===== config.mk =====
export PLATFORM = sky130hd
export DESIGN_NAME = cwchk_tracker
export DESIGN_NICKNAME = d
export VERILOG_FILES = /design/src/rtl/cwchk_pkg.sv /design/src/rtl/cwchk_tracker.sv
export SDC_FILE = /design/constraint.sdc
export NUM_CORES = 1
export LEC_CHECK = 0
export BUFFER_PORTS_ARGS = -buffer_cell sky130_fd_sc_hd__buf_2
export CORE_MARGIN = 10
export CORE_UTILIZATION = 38
export DETAILED_ROUTE_END_ITERATION = 12
export PLACE_DENSITY = 0.83
export SLEW_MARGIN = 20
export SYNTH_ARGS = -nofsm -noshare
export SYNTH_HDL_FRONTEND = slang
export SYNTH_SLANG_ARGS = --single-unit

===== constraint.sdc =====
create_clock -name clk -period 1.1 [get_ports clk]
set_clock_uncertainty 0.05 [all_clocks]
set_input_delay 0.055 -clock clk [delete_from_list [all_inputs] [get_ports clk]]
set_output_delay 0.055 -clock clk [all_outputs]
set_load 0.01 [all_outputs]

===== src/rtl/cwchk_pkg.sv =====
package cwchk_pkg;

    localparam int WORD_W = 16;
    localparam int PAR_W  = 4;
    localparam int ADR_W  = 8;

    typedef enum logic [1:0] {
        CW_IDLE     = 2'd0,
        CW_PAYLOAD  = 2'd1,
        CW_RESERVED = 2'd2,
        CW_EXTEND   = 2'd3
    } cw_kind_e;

    typedef struct packed {
        cw_kind_e         kind;
        logic             sop;
        logic [1:0]       eop_code;
        logic [ADR_W-1:0] adr;
    } cw_info_t;

    function automatic cw_kind_e kind_of(logic [3:0] nib);
        cw_kind_e k;
        if (nib[3])
            k = CW_PAYLOAD;
        else if (nib == 4'b0101 || nib == 4'b0011 || nib == 4'b0111)
            k = CW_RESERVED;
        else if (nib == 4'b0001)
            k = CW_EXTEND;
        else
            k = CW_IDLE;
        return k;
    endfunction

    function automatic logic [WORD_W-1:0] par_step(logic [WORD_W-1:0] acc,
                                                   logic [WORD_W-1:0] w);
        return {acc[WORD_W-2:0], acc[WORD_W-1]} ^ w;
    endfunction

    function automatic logic [PAR_W-1:0] par_fold(logic [WORD_W-1:0] acc);
        logic [PAR_W-1:0] f;
        f = '0;
        for (int i = 0; i < WORD_W; i++)
            f[i % PAR_W] = f[i % PAR_W] ^ acc[i];
        return f;
    endfunction

endpackage


===== src/rtl/cwchk_tracker.sv =====
module cwchk_tracker
    import cwchk_pkg::*;
#(
    parameter int NCH = 4,
    parameter int CHW = (NCH > 1) ? $clog2(NCH) : 1
) (
    input  logic              clk,
    input  logic              rst,
    input  logic              in_valid,
    input  logic              in_ctl,
    input  logic [WORD_W-1:0] in_data,
    input  cw_info_t          info,
    input  logic              par_bad,
    input  logic              mark_en,
    output logic              wr_en,
    output logic [WORD_W-1:0] wr_data,
    output logic [CHW-1:0]    wr_chan,
    output logic              rsv_pulse,
    output logic              ext_pulse,
    output logic [NCH-1:0]    err_mark
);
    logic [NCH-1:0] open_q;
    logic [NCH-1:0] sop_hit;
    logic [NCH-1:0] eop_hit;
    logic           in_pkt_q;
    logic           discard_q;
    logic [CHW-1:0] cur_q;
    logic           is_ctl, is_dat, is_pay, chan_ok, eop_seen;
    logic [CHW-1:0] new_ch;

    always_comb begin
        is_ctl   = in_valid && in_ctl;
        is_dat   = in_valid && !in_ctl;
        is_pay   = is_ctl && (info.kind == CW_PAYLOAD);
        chan_ok  = int'(info.adr) < NCH;
        new_ch   = info.adr[CHW-1:0];
        eop_seen = is_ctl && in_pkt_q && (info.eop_code != 2'b00)
                   && (info.kind == CW_IDLE || info.kind == CW_PAYLOAD);
    end

    for (genvar g = 0; g < NCH; g++) begin : g_chan
        assign sop_hit[g] = is_pay && info.sop && chan_ok && (new_ch == CHW'(g));
        assign eop_hit[g] = eop_seen && (cur_q == CHW'(g));

        always_ff @(posedge clk) begin
            if (rst)
                open_q[g] <= 1'b0;
            else if (sop_hit[g])
                open_q[g] <= 1'b1;
            else if (eop_hit[g])
                open_q[g] <= 1'b0;
        end
    end

    always_ff @(posedge clk) begin
        if (rst) begin
            wr_en     <= 1'b0;
            wr_data   <= '0;
            wr_chan   <= '0;
            rsv_pulse <= 1'b0;
            ext_pulse <= 1'b0;
            err_mark  <= '0;
            in_pkt_q  <= 1'b0;
            discard_q <= 1'b0;
            cur_q     <= '0;
        end else begin
            wr_en     <= is_dat && in_pkt_q && !discard_q;
            wr_data   <= in_data;
            wr_chan   <= cur_q;
            rsv_pulse <= is_ctl && (info.kind == CW_RESERVED);
            ext_pulse <= is_ctl && (info.kind == CW_EXTEND);
            err_mark  <= (par_bad && mark_en) ? (open_q | sop_hit) : '0;
            if (is_ctl) begin
                discard_q <= (info.kind == CW_RESERVED);
                if (info.kind == CW_PAYLOAD) begin
                    in_pkt_q <= chan_ok;
                    cur_q    <= new_ch;
                end else if (info.kind != CW_RESERVED) begin
                    in_pkt_q <= 1'b0;
                end
            end
        end
    end

    assert_rsv_from_ctl_R1: assert property (@(posedge clk) disable iff (rst)
        rsv_pulse |-> $past(in_valid && in_ctl));

    assert_discard_blocks_R2: assert property (@(posedge clk) disable iff (rst)
        (discard_q && in_valid && !in_ctl) |=> !wr_en);

    assert_ext_ends_discard_R3: assert property (@(posedge clk) disable iff (rst)
        ext_pulse |-> !discard_q);

    assert_wr_from_data_R4: assert property (@(posedge clk) disable iff (rst)
        wr_en |-> $past(in_valid && !in_ctl));

    assert_mark_gated_R8: assert property (@(posedge clk) disable iff (rst)
        (err_mark != '0) |-> $past(mark_en));

    assert_idle_quiet_R10: assert property (@(posedge clk) disable iff (rst)
        !in_valid |=> (!wr_en && !rsv_pulse && !ext_pulse));
endmodule


---- Word level (Yosys, flattened, before mapping) ----
Cells that the tools add are included.
Widths: inputs -> output; s select.
word-level totals
  bits in read-only memories .............. 0
  bits in latches ......................... 0
  register bits ........................... 33
  memories ................................ 0
  RAM bits ................................ 0
  input bits .............................. 35
cells by class
  reductions and logical operators ........ 36
  divide/modulo/power cells ............... 0
  bitwise logic cells ..................... 2
  muxes and demuxes ....................... 10
  eq/ne operators ......................... 10
  $mul .................................... 0
  shift-type cells ........................ 0
  add/subtract/negate cells ............... 0
  $lt $le $gt $ge ......................... 1
operators by type and width
  cell                count
  $logic_and 1x1->1   21
  $eq 2x2->1 const B  6
  $reduce_bool 2->1   6
  $mux 1              10
  $lt 8x3->1 const B  1
  $eq 2x1->1 const B  3
  $logic_not 2->1     3
  $or 4x4->4          1
  $reduce_and 2->1    2
  $logic_not 1->1     2
  $ne 2x2->1 const B  1
  $reduce_or 2->1     1
  $logic_or 1x1->1    1
  $not 1->1           1

---- Longest topological paths before layout ----
Gate-level depths: netlist (run 1).
  depth after elaboration ................. 7
  gate-level depth with buffers ........... 4
  gate-level depth less buffers ........... 3

---- Worst setup path after synthesis (run 1) ----
OpenSTA, ideal clock, no wires.
  path type ............................... register to register
  start ................................... register in_pkt_q
  end ..................................... register open_q[1]
  path slack .............................. 0.049 ns
  cell stages (with the launch flop) ...... 4
  data arrival time ....................... 0.875 ns
  buffers on the path ..................... 0
  data required time ...................... 0.924 ns
  path through ............................ dfxtp_1 -> nand4b_1 -> o41ai_1 -> a21oi_1
on the way
  cells in the longest elaborated chain, start to end .. 5
RTL lines
  item                             RTL line             RTL
  from (decl)                      cwchk_tracker.sv:25  logic in_pkt_q;
  from (signal assigned)           cwchk_tracker.sv:76  in_pkt_q <= chan_ok;
  $logic_and 1x1->1 (2 in a row)   cwchk_tracker.sv:37  eop_seen = is_ctl && in_pkt_q && (info.eop_code != 2'b00)
  $logic_and 1x1->1                cwchk_tracker.sv:38  && (info.kind == CW_IDLE || info.kind == CW_PAYLOAD);
  $logic_and 1x1->1                cwchk_tracker.sv:43  assign eop_hit[g] = eop_seen && (cur_q == CHW'(g));
  $reduce_bool 2->1 (no line)      --
  to (signal, indexed assignment)  cwchk_tracker.sv:47  open_q[g] <= 1'b0;
  to (signal, indexed assignment)  cwchk_tracker.sv:49  open_q[g] <= 1'b1;
  to (signal, indexed assignment)  cwchk_tracker.sv:51  open_q[g] <= 1'b0;
  to (decl)                        cwchk_tracker.sv:22  logic [NCH-1:0] open_q;
Every way passes these cells.
A chain may end at the register's enable or synchronous reset.

---- Worst setup path after layout (run 1) ----
  start ................................... register in_pkt_q
  end ..................................... register open_q[2]
The elaborated chain is that of the path after synthesis.

==> results of run 1 <==
## kinds of logic after synthesis
logic type / count (synthesis) / synth area share, %
compound gates: 15 / 8.256
simple gates: 43 / 25.12
buf+inv: 10 / 4.243
flops: 33 / 60.55
mux: 2 / 1.835
## flip-flops by register name, indices dropped and copies added, names as in the netlist
| name | cells |
|---|---|
| wr_chan | 2 |
| rsv_pulse | 1 |
| ext_pulse | 1 |
| wr_data | 16 |
| wr_en | 1 |
| open_q | 4 |
| in_pkt_q | 1 |
| discard_q | 1 |
| err_mark | 4 |
| cur_q | 2 |
## power groups by stage
stage	registers, uW	clock network, uW	logic (uW)
after detailed placement	1270	0	194
after global placement	1270	0	188
after floorplan	1290	0	62.4
after global routing	1250	1010	321
final	1240	935	293
after CTS	1240	973	284
## stage by stage
step | hold WS (ns) | TNS (ns) | setup WS, ns | area, um^2 | utilization, %
CTS | -0.01111 | -0.1457 | -0.05880 | 1862 | 67.51
global placement | 0.2119 | 0 | 0.02475 | 1416 | 51.36
detailed placement | 0.2203 | -0.3362 | -0.1234 | 1416 | 51.36
finish | 0.01236 | -0.1401 | -0.05126 | 1897 | 68.78
floorplan | 0.08111 | 0 | 0.04917 | 1091 | -
global route | 0.0003277 | -0.4196 | -0.1193 | 1897 | 68.78
## layout by cell type, fill, tap and decap left out, drive strengths merged
| cell type | synthesis | final |
|---|---|---|
| a21oi | 10 | 10 |
| and3 | 1 | 1 |
| and3b | 2 | 2 |
| and4b | 1 | 1 |
| buf | 2 | 61 |
| bufinv | 0 | 1 |
| clkbuf | 2 | 7 |
| dfxtp | 33 | 33 |
| dlygate4sd3 | 0 | 31 |
| dlymetal6s4s | 0 | 1 |
| inv | 6 | 6 |
| mux2i | 2 | 2 |
| nand2 | 3 | 3 |
| nand3 | 2 | 2 |
| nand3b | 1 | 1 |
| nand4 | 4 | 4 |
| nand4b | 1 | 1 |
| nor2 | 7 | 7 |
| nor2b | 17 | 17 |
| nor3b | 1 | 1 |
| nor4 | 2 | 2 |
| nor4bb | 1 | 1 |
| o21ai | 1 | 1 |
| o41ai | 4 | 4 |
## worst max-delay path, stage by stage (launching register included)
cell and delay [ns]:
dfxtp_2 0.34, nand4b_1 0.11, buf_6 0.15, o41ai_4 0.28, a21oi_1 0.11
## path summary, 6_finish.rpt
check	startpoint	end	slack (ns)	depth (start not counted)
max	in_pkt_q	open_q[2]	-0.05	4
min	info[4]	in_pkt_q	0.01	4
max reg2reg	in_pkt_q	open_q[2]	-0.05	4
min reg2reg	discard_q	wr_en	0.38	1
## area by class of cell
class	count	area, um^2	area share (%)
clock inverter	1	30.03	1.583
clock buffer	7	55.05	2.902
sequential	33	664.4	35.03
timing repair buffer	93	639.4	33.71
inverter	6	22.52	1.187
tap	31	38.79	2.045
multi-input combinational	60	446.7	23.55
## timing repair
item / CTS / global route
pin swaps: 2 / 6
endpoints found under the setup margin: 4 / 9
cloned: 0 / 0
endpoints found under the hold margin: 27 / 1
gates resized for setup: 6 / 9
buffers inserted: 1 / 0
## per-layer routing
metal	part of all wire (%)	up-vias
met5	0	-
met1	37	497
met4	1.8	0
li1	-	548
met2	53	43
met3	7.9	6
==> metrics, run 1 <==
Final WS setup -0.05126 ns; max cap viols 0; Top-Level Pins 60; design internal power 1945 uW; die height about 74 um; cell taking the most area after synthesis dfxtp_1; fin crit period approximately 1.2 ns; Slew HR between 60 and 70%; total core area about 2800 um^2; drt pass-1 iters 4; fraction of registers with async set/reset 0%; CTS H-tree lvls 2; CTS Sinks 33; final slew viol count 0; nets around 230; Via Count around 1100; run status finished with violations; f_max roughly 0.87 GHz; Flop pwr share around half; Seq/Total Area, Yosys 60.55%; drt wl/cell 14.82 um; Comb power frac between 10% and 20%; Post-Syn Nets around 140; gr ovfl total 0; DRC Markers 0; worst path arrival time ~1.3 ns; EDFF count, synth 0; Critical Path Source Type flip-flop; Num CTS Buffers 5; CTS tree yes; clock share of power between 30% and 40%; Max Fanout on Critical Path 4; Final Hold Viols 0; post-synth top area share between 60% and 70%; Hold Crit Class primary input to flip-flop; Fill cells roughly 210; Post-Syn Instances between 100 and 150; Post-DP HPWL 2230 um; slew of the pin with the lowest slew margin 0.4622 ns; Psw roughly 520 uW; number of global-route vias before repair approximately 1200; unrepaired setup endpoints after global routing true; Die W between 70 and 80 um; total power about 2500 uW; met2 Usage GRT 23.67%; Leakage Power 0.0008433 uW; vias per std cell between 4 and 5; initial antenna violation count 0; std cell rows 19; M3 GR Usage 5.249%; Clk pin slew, worst setup/hold paths about 0.090 ns; count of input and output buffers 59; syn_area_per_cell roughly 11 um^2; met1 Track Usage GR between 10% and 20%; Post-Layout Cell Count about 230; placer congestion estimate 0.7627; Yosys reg bits 33; top cells by count, synth 33 x dfxtp_1, 17 x nor2b_1, 10 x a21oi_1, 7 x nor2_1, 6 x inv_1; die area roughly 5400 um^2; Critical Path RT around 1.3 ns; Layout area overhead 73.85%; cell count after placement approximately 190; top-count cell post-synth dfxtp_1; post-synthesis cell area about 1100 um^2; ANT nets after route 0; Worst Setup Path Type flip-flop to flip-flop; GR peak layer met2; Synth cell types 23; hold_buf cts 32; initial core utilization 39.56%; ranking of synthesized cells by area dfxtp_1 61%, nor2b_1 9.7%, a21oi_1 4.6%; clk root buf clkbuf_4; Tcrit/Tclk final 104.7%; Post-Route WL 3423 um; Crit. End Element flip-flop; Post-synth top flop dfxtp_1; largest net degree at the start of global routing 17; failing checks negative setup slack; layout cells sized above 1 between 40 and 50%; first-pass GRT wire length between 5000 and 6000 um; Switching Share about a fifth; diode count 0; VDD IR max about 1 mV; warning count from the yosys run 0; power density cells ~1300 nW/um^2; GRT Util Overall about an eighth; initial drt markers 42; Skew-Pair Late Insertion Delay around 0.32 ns; clock tree buffer depth 2; final setup violation count 4
(Power assumes the default switching activity.)
==> inputs of run 2 (changes only) <==
--- a/config.mk
+++ b/config.mk
@@ -5,11 +5,12 @@
 export SDC_FILE = /design/constraint.sdc
 export NUM_CORES = 1
 export LEC_CHECK = 0
+export ABC_AREA = 1
 export BUFFER_PORTS_ARGS = -buffer_cell sky130_fd_sc_hd__buf_2
-export CORE_MARGIN = 10
-export CORE_UTILIZATION = 38
+export CORE_UTILIZATION = 39
 export DETAILED_ROUTE_END_ITERATION = 12
 export PLACE_DENSITY = 0.83
+export SETUP_SLACK_MARGIN = 0.2
 export SLEW_MARGIN = 20
 export SYNTH_ARGS = -nofsm -noshare
 export SYNTH_HDL_FRONTEND = slang
==> metrics, run 2 <==
run status finished with violations; failing checks negative hold slack; syn_area_per_cell 8.317 um^2 (-21%); worst-path cell chain inv_2 -> nor2_4 -> nand3_1 -> nand2_1 -> a21oi_1; Psw 541.8 uW (+3.5%); Yosys reg bits 33 (unchanged); cell taking the most area after synthesis dfxtp_1; register with the most flip-flops wr_data; Final WS setup 0.1632 ns (+0.2144 ns); hold path depth 2 (-2); fraction of registers with async set/reset 0% (unchanged); unrepaired setup endpoints after global routing true; Post-Syn Nets 174 (+26%); die height 56.45 um (-23%); Regs by FF count wr_data: 16 flops, err_mark: 4 flops, open_q: 4 flops; dpl ws 0.1432 ns (+0.2667 ns); Num CTS Buffers 5 (unchanged); max cap viols 0 (unchanged); final setup violation count 0 (-4); Tcrit/Tclk final 85.17% (-19 points); design internal power 1945 uW (about the same); initial drt markers 45 (+7.1%); Worst path slowest cell dfxtp_2; layout cells sized above 1 40.95% (+0.45 points); most common cell after layout, fill and taps aside buf_2; initial core utilization 41.57% (+2.0 points); Worst path max stage delay 0.34 ns (about the same); Leakage Power 0.001001 uW (+19%); clock tree buffer depth 2 (unchanged); CTS tree yes; Post-synth top flop dfxtp_1; nets 266 (+14%); diode count 0 (unchanged); number of global-route vias before repair 1141 (-3.6%); setup TNS 0 ns (+0.1401 ns); Skew-Pair Late Insertion Delay 0.33 ns (about the same); gr ovfl total 0 (unchanged); Hold Crit Class primary input to flip-flop; power density cells 1275 nW/um^2 (-2.0%); DRC Markers 0 (unchanged); top-count cell post-synth dfxtp_1; Synth cell types 18 (-22%); ANT nets after route 0 (unchanged); Die W 56.45 um (-23%); std cell rows 19 (unchanged); most frequent cells in the layout 49 x buf_2, 28 x nor2_1, 26 x inv_1, 26 x dlygate4sd3_1, 20 x dfxtp_1; Flop pwr share 50.1% (-0.2 points); Seq/Total Area, Yosys 57.14% (-3.4 points); Worst Path Buf+Inv 1 (unchanged); total core area 2781 um^2 (+0.86%); drt wl/cell 10.76 um (-27%); Post-DP HPWL 1687 um (-24%); Crit. End Element flip-flop; drt pass-1 iters 4 (unchanged); Critical Path RT 1.26 ns (about the same); VDD IR max 1.203 mV (+17%); initial antenna violation count 0 (unchanged); post-synthesis cell area 1156 um^2 (+6.0%); slew of the pin with the lowest slew margin 0.2892 ns (-0.1730 ns); GRT Util Overall 19.41% (+6.1 points); vias per std cell 4.403 (-7.0%); Worst Reg2Reg Path Length in Cells 5 (+1); Switching Share 21.79% (+0.57 points); max reg flops 16 (unchanged); CTS Sinks 33 (unchanged); clock share of power 37.5% (-0.4 points); clk root buf clkbuf_4; Critical Path Source Type flip-flop; hold slack -0.02421 ns (-0.03657 ns); WP depth 5 (+1); Post-Syn Instances 139 (+35%); hold path startpoint rst; reg2reg start in_pkt_q; Layout area overhead 68.72%; CTS H-tree lvls 2 (unchanged); delay-heaviest family, CP flip-flops; Slew HR 80.54% (+11 points); Comb power frac 12.4% (+0.5 points); top cells by count, synth 33 x dfxtp_1, 28 x inv_1, 28 x nor2_1, 12 x a21oi_1, 12 x nand2_1; Top-Level Pins 60 (unchanged); total power 2486 uW (+0.74%); first-pass GRT wire length 4712 um (-16%); Clk pin slew, worst setup/hold paths 0.09 ns (about the same); Final Hold Viols 6 (+6); largest net degree at the start of global routing 17 (unchanged); Crit. Startpoint in_pkt_q; Post-Route WL 2830 um (-17%); worst path arrival time 1.10 ns (-0.21 ns); count of input and output buffers 59 (unchanged); die area 3186 um^2 (-41%); post-route cell area 1951 um^2 (+2.8%); final slew viol count 0 (unchanged); EDFF count, synth 0 (unchanged); f_max 1.067 GHz (+23%); Final Core Density 70.13% (+1.3 points); Worst Setup Path Type flip-flop to flip-flop; fin crit period 0.9369 ns (-0.2144 ns); Via Count 1158 (+5.9%); Max Fanout on Critical Path 4 (unchanged); post-synth top area share 57.14% (-3.4 points); warning count from the yosys run 0 (unchanged); placer congestion estimate 0.8236 (+8.0%); Placed Area 1483 um^2 (+4.7%); ranking of synthesized cells by area dfxtp_1 57%, inv_1 9.1%, nor2_1 9.1%
-- run 2: cell types whose count changed in the layout (fill, tap and decap cells not counted), sizes merged, moves of 2 or more --
cell         before  now
nand3             2    4
o21ai             1    3
mux2i             2    0
nand2             3   14
nor2              7   31
a21oi            10   12
nor2b            17    0
and3b             2    0
dlygate4sd3      31   26
inv               6   30
o41ai             4    0
-- run 2: power groups by stage --
| stage | logic (uW) | clock network, uW | registers, uW |
|---|---|---|---|
| 4_1_cts | 286 | 947 | 1240 |
| 3_5_place_dp | 214 | 0 | 1270 |
| 3_3_place_gp | 211 | 0 | 1270 |
| 6_report | 308 | 933 | 1240 |
| 5_1_grt | 341 | 1020 | 1250 |
| 2_1_floorplan | 87.4 | 0 | 1290 |
-- run 2: repair_timing --
| item | 4_1_cts | 5_1_grt |
|---|---|---|
| pin swaps | 1 | 1 |
| buffers inserted | 0 | 1 |
| gates cloned | 0 | 0 |
| endpoints found under the setup margin | 6 | 30 |
| gates resized for setup | 8 | 25 |
| hold buffers | 26 | 1 |
| endpoints found under the hold margin | 31 | 3 |
-- run 2: path summary, 6_finish.rpt --
kind	end	slack [ns]
max	open_q[1]	0.16
min	in_pkt_q	-0.02
min reg2reg	wr_en	0.39
max reg2reg	open_q[1]	0.16
-- run 2: logic make-up (layout without fill, tap and decap cells) --
kind of cell	count (synthesis)	count (layout)	share of synthesized area, %
AND/OR/NAND/NOR	58	58	25.32
flip-flops	33	33	57.14
buffers and inverters	33	126	11.04
AO/OA/AOI/OAI	15	15	6.493
-- run 2: final cells by class --
| class | instances | area [um^2] |
|---|---|---|
| multi-input combinational | 73 | 386.6 |
| sequential | 33 | 681.9 |
| timing repair buffer | 88 | 645.6 |
| inverter | 30 | 112.6 |
| fill | 231 | 830.8 |
| tap | 31 | 38.79 |
| clock buffer | 7 | 55.05 |
| clock inverter | 1 | 30.03 |
-- run 2: stage by stage --
stage          cells  hold WS, ns
3_5_place_dp     227       0.2124
5_1_grt          263     -0.02680
6_report         263     -0.02421
4_1_cts          261     -0.01817
3_3_place_gp     227       0.1953
2_1_floorplan    139      0.08112
-- run 2: routing by layer --
| layer | track usage (%) | vias up | wire, um |
|---|---|---|---|
| li1 | - | 607 | - |
| met1 | 19.31 | 502 | 1141 |
| met2 | 36.30 | 43 | 1455 |
| met3 | 7.604 | 6 | 193 |
| met4 | 6.272 | 0 | 40 |
| met5 | 0 | - | 0 |
==> inputs of run 3 (changes only) <==
--- a/config.mk
+++ b/config.mk
@@ -7,6 +7,7 @@
 export LEC_CHECK = 0
 export ABC_AREA = 1
 export BUFFER_PORTS_ARGS = -buffer_cell sky130_fd_sc_hd__buf_2
+export CORE_MARGIN = 2
 export CORE_UTILIZATION = 39
 export DETAILED_ROUTE_END_ITERATION = 12
 export PLACE_DENSITY = 0.83
==> metrics, run 3 (synthesis gave the netlist of run 2 again) <==
setup TNS 0 ns (unchanged); worst path arrival time 1.11 ns (about the same); Tcrit/Tclk final 85.72% (+0.56 points); fin crit period 0.9430 ns (+0.006116 ns); Post-Route WL 2706 um (-4.4%); Num CTS Buffers 5 (unchanged); Crit. Startpoint cur_q[1]; final slew viol count 0 (unchanged); Critical Path RT 1.27 ns (about the same); placer congestion estimate 0.7346 (-11%); Max Fanout on Critical Path 5 (+1); CTS H-tree lvls 2 (unchanged); die height 58.45 um (+3.5%); FF-to-FF End open_q[2]; Worst path max stage delay 0.38 ns (+0.04 ns); VDD IR max 1.232 mV (+2.4%); register with the most flip-flops wr_data; std cell rows 19 (unchanged); hold path startpoint info[11]; Clk pin slew, worst setup/hold paths 0.09 ns (about the same); drt wl/cell 10.57 um (-1.8%); CTS tree yes; count of input and output buffers 59 (unchanged); Leakage Power 0.0009442 uW (-5.7%); initial core utilization 41.57% (unchanged); Die W 58.45 um (+3.5%); CTS Sinks 33 (unchanged); Worst Path Buf+Inv 1 (unchanged); ANT nets after route 0 (unchanged); Via Count 1143 (-1.3%); Skew-Pair Late Insertion Delay 0.32 ns (about the same); failing checks negative hold slack; initial antenna violation count 0 (unchanged); first-pass GRT wire length 4685 um (-0.57%); largest net degree at the start of global routing 15 (-2); total core area 2781 um^2 (unchanged); Post-DP HPWL 1660 um (-1.6%); Critical Path Source Type flip-flop; f_max 1.060 GHz (-0.65%); Setup Buffers After CTS 0 (unchanged); R2R Setup Slk 0.16 ns (about the same); clock tree buffer depth 2 (unchanged); most frequent cells in the layout 56 x buf_2, 28 x nor2_1, 27 x dfxtp_1; drt pass-1 iters 4 (unchanged); hold slack -0.03626 ns (-0.01205 ns); Worst Reg2Reg Path Length in Cells 5 (unchanged); vias per std cell 4.465 (+1.4%); delay-heaviest family, CP flip-flops; Layout area overhead 55.41%; run status finished with violations; Crit. End Element flip-flop; GRT Util Overall 18.26% (-1.1 points); clk root buf clkbuf_4; gr ovfl total 0 (unchanged); max cap viols 0 (unchanged); Final Hold Viols 2 (-4); power density cells 1178 nW/um^2 (-7.6%); unrepaired setup endpoints after global routing true; Slew HR 79.52% (-1.0 points); max reg flops 16 (unchanged); final setup violation count 0 (unchanged); hold-critical path endpoint ext_pulse; Regs by FF count wr_data: 16 flops, err_mark: 4 flops, open_q: 4 flops; Top-Level Pins 60 (unchanged); Worst Setup Path Type flip-flop to flip-flop; nets 261 (-1.9%); hold path depth 3 (+1); reg2reg start cur_q[1]; DRC Markers 0 (unchanged); die area 3416 um^2 (+7.2%); layout cells sized above 1 37.33% (-3.6 points); number of global-route vias before repair 1150 (+0.79%); diode count 0 (unchanged); worst-path cell chain inv_1 -> nor2_1 -> nand3_1 -> nand2_1 -> a21oi_1; initial drt markers 27 (-40%); Worst path slowest cell dfxtp_2; most common cell after layout, fill and taps aside buf_2; slew of the pin with the lowest slew margin 0.3061 ns (+0.01684 ns); Hold Crit Class primary input to flip-flop
## run 3: cell types whose count changed in the layout (fill, tap and decap cells not counted), moves of 3 or more
cell / delta
buf_2: +7
dlygate4sd3_1: -3
dfxtp_2: -6
dfxtp_1: +7
buf_6: -7
## run 3: how the worst max path moves through the flow
stage               slack [ns]  cells after the start          end
finish                    0.16                      5    open_q[2]
detailed placement        0.14                      5  err_mark[3]
floorplan                 0.24                      5    open_q[0]
global route              0.10                      5    open_q[2]
global placement          0.15                      5  err_mark[3]
CTS                       0.21                      5    open_q[0]
## run 3: cell type report
| cell class | instances | area, um^2 |
|---|---|---|
| sequential | 33 | 670.6 |
| multi-input combinational | 73 | 380.4 |
| timing repair buffer | 83 | 551.8 |
| tap | 31 | 38.79 |
| inverter | 30 | 112.6 |
| clock inverter | 1 | 5.005 |
| fill | 247 | 984.7 |
| clock buffer | 5 | 37.54 |
## run 3: worst register-to-register path: stages, from the launching register on
cell,delay (ns)
dfxtp_2,0.38
inv_1,0.08
nor2_1,0.11
nand3_1,0.09
nand2_1,0.08
a21oi_1,0.06
## run 3: per-stage QoR
stage          instances  worst slack [ns]  total power, uW  cell area (um^2)  utilization [%]
6_report             256            0.1570             2116              1797            64.60
5_1_grt              256            0.1042             2244              1797            64.60
4_1_cts              257            0.2057             2139              1774            63.79
3_5_place_dp         227            0.1408             1485              1483            53.31
3_3_place_gp         227            0.1478             1481              1483            53.31
2_1_floorplan        139            0.2415             1378              1156                -
## run 3: power breakdown
group	switching, uW	internal, uW	total [uW]
registers	12.4	1230	1240
clock network	363	221	585
logic	134	153	288
total	510	1610	2120
## run 3: metal layers
layer / track usage [%] / vias to the layer above / part of all wire, %
li1: - / 591 / -
met4: 6.645 / 0 / 0
met5: 0 / - / 0
met2: 33.23 / 54 / 54
met1: 18.59 / 498 / 38
met3: 7.473 / 0 / 8.2
## run 3: timing repair
| item | 4_1_cts | 5_1_grt |
|---|---|---|
| endpoints found under the hold margin | 25 | 1 |
| hold buffers | 24 | 1 |
| endpoints found under the setup margin | 4 | 31 |
| resized for setup | 4 | 11 |
| pin swaps | 1 | 4 |
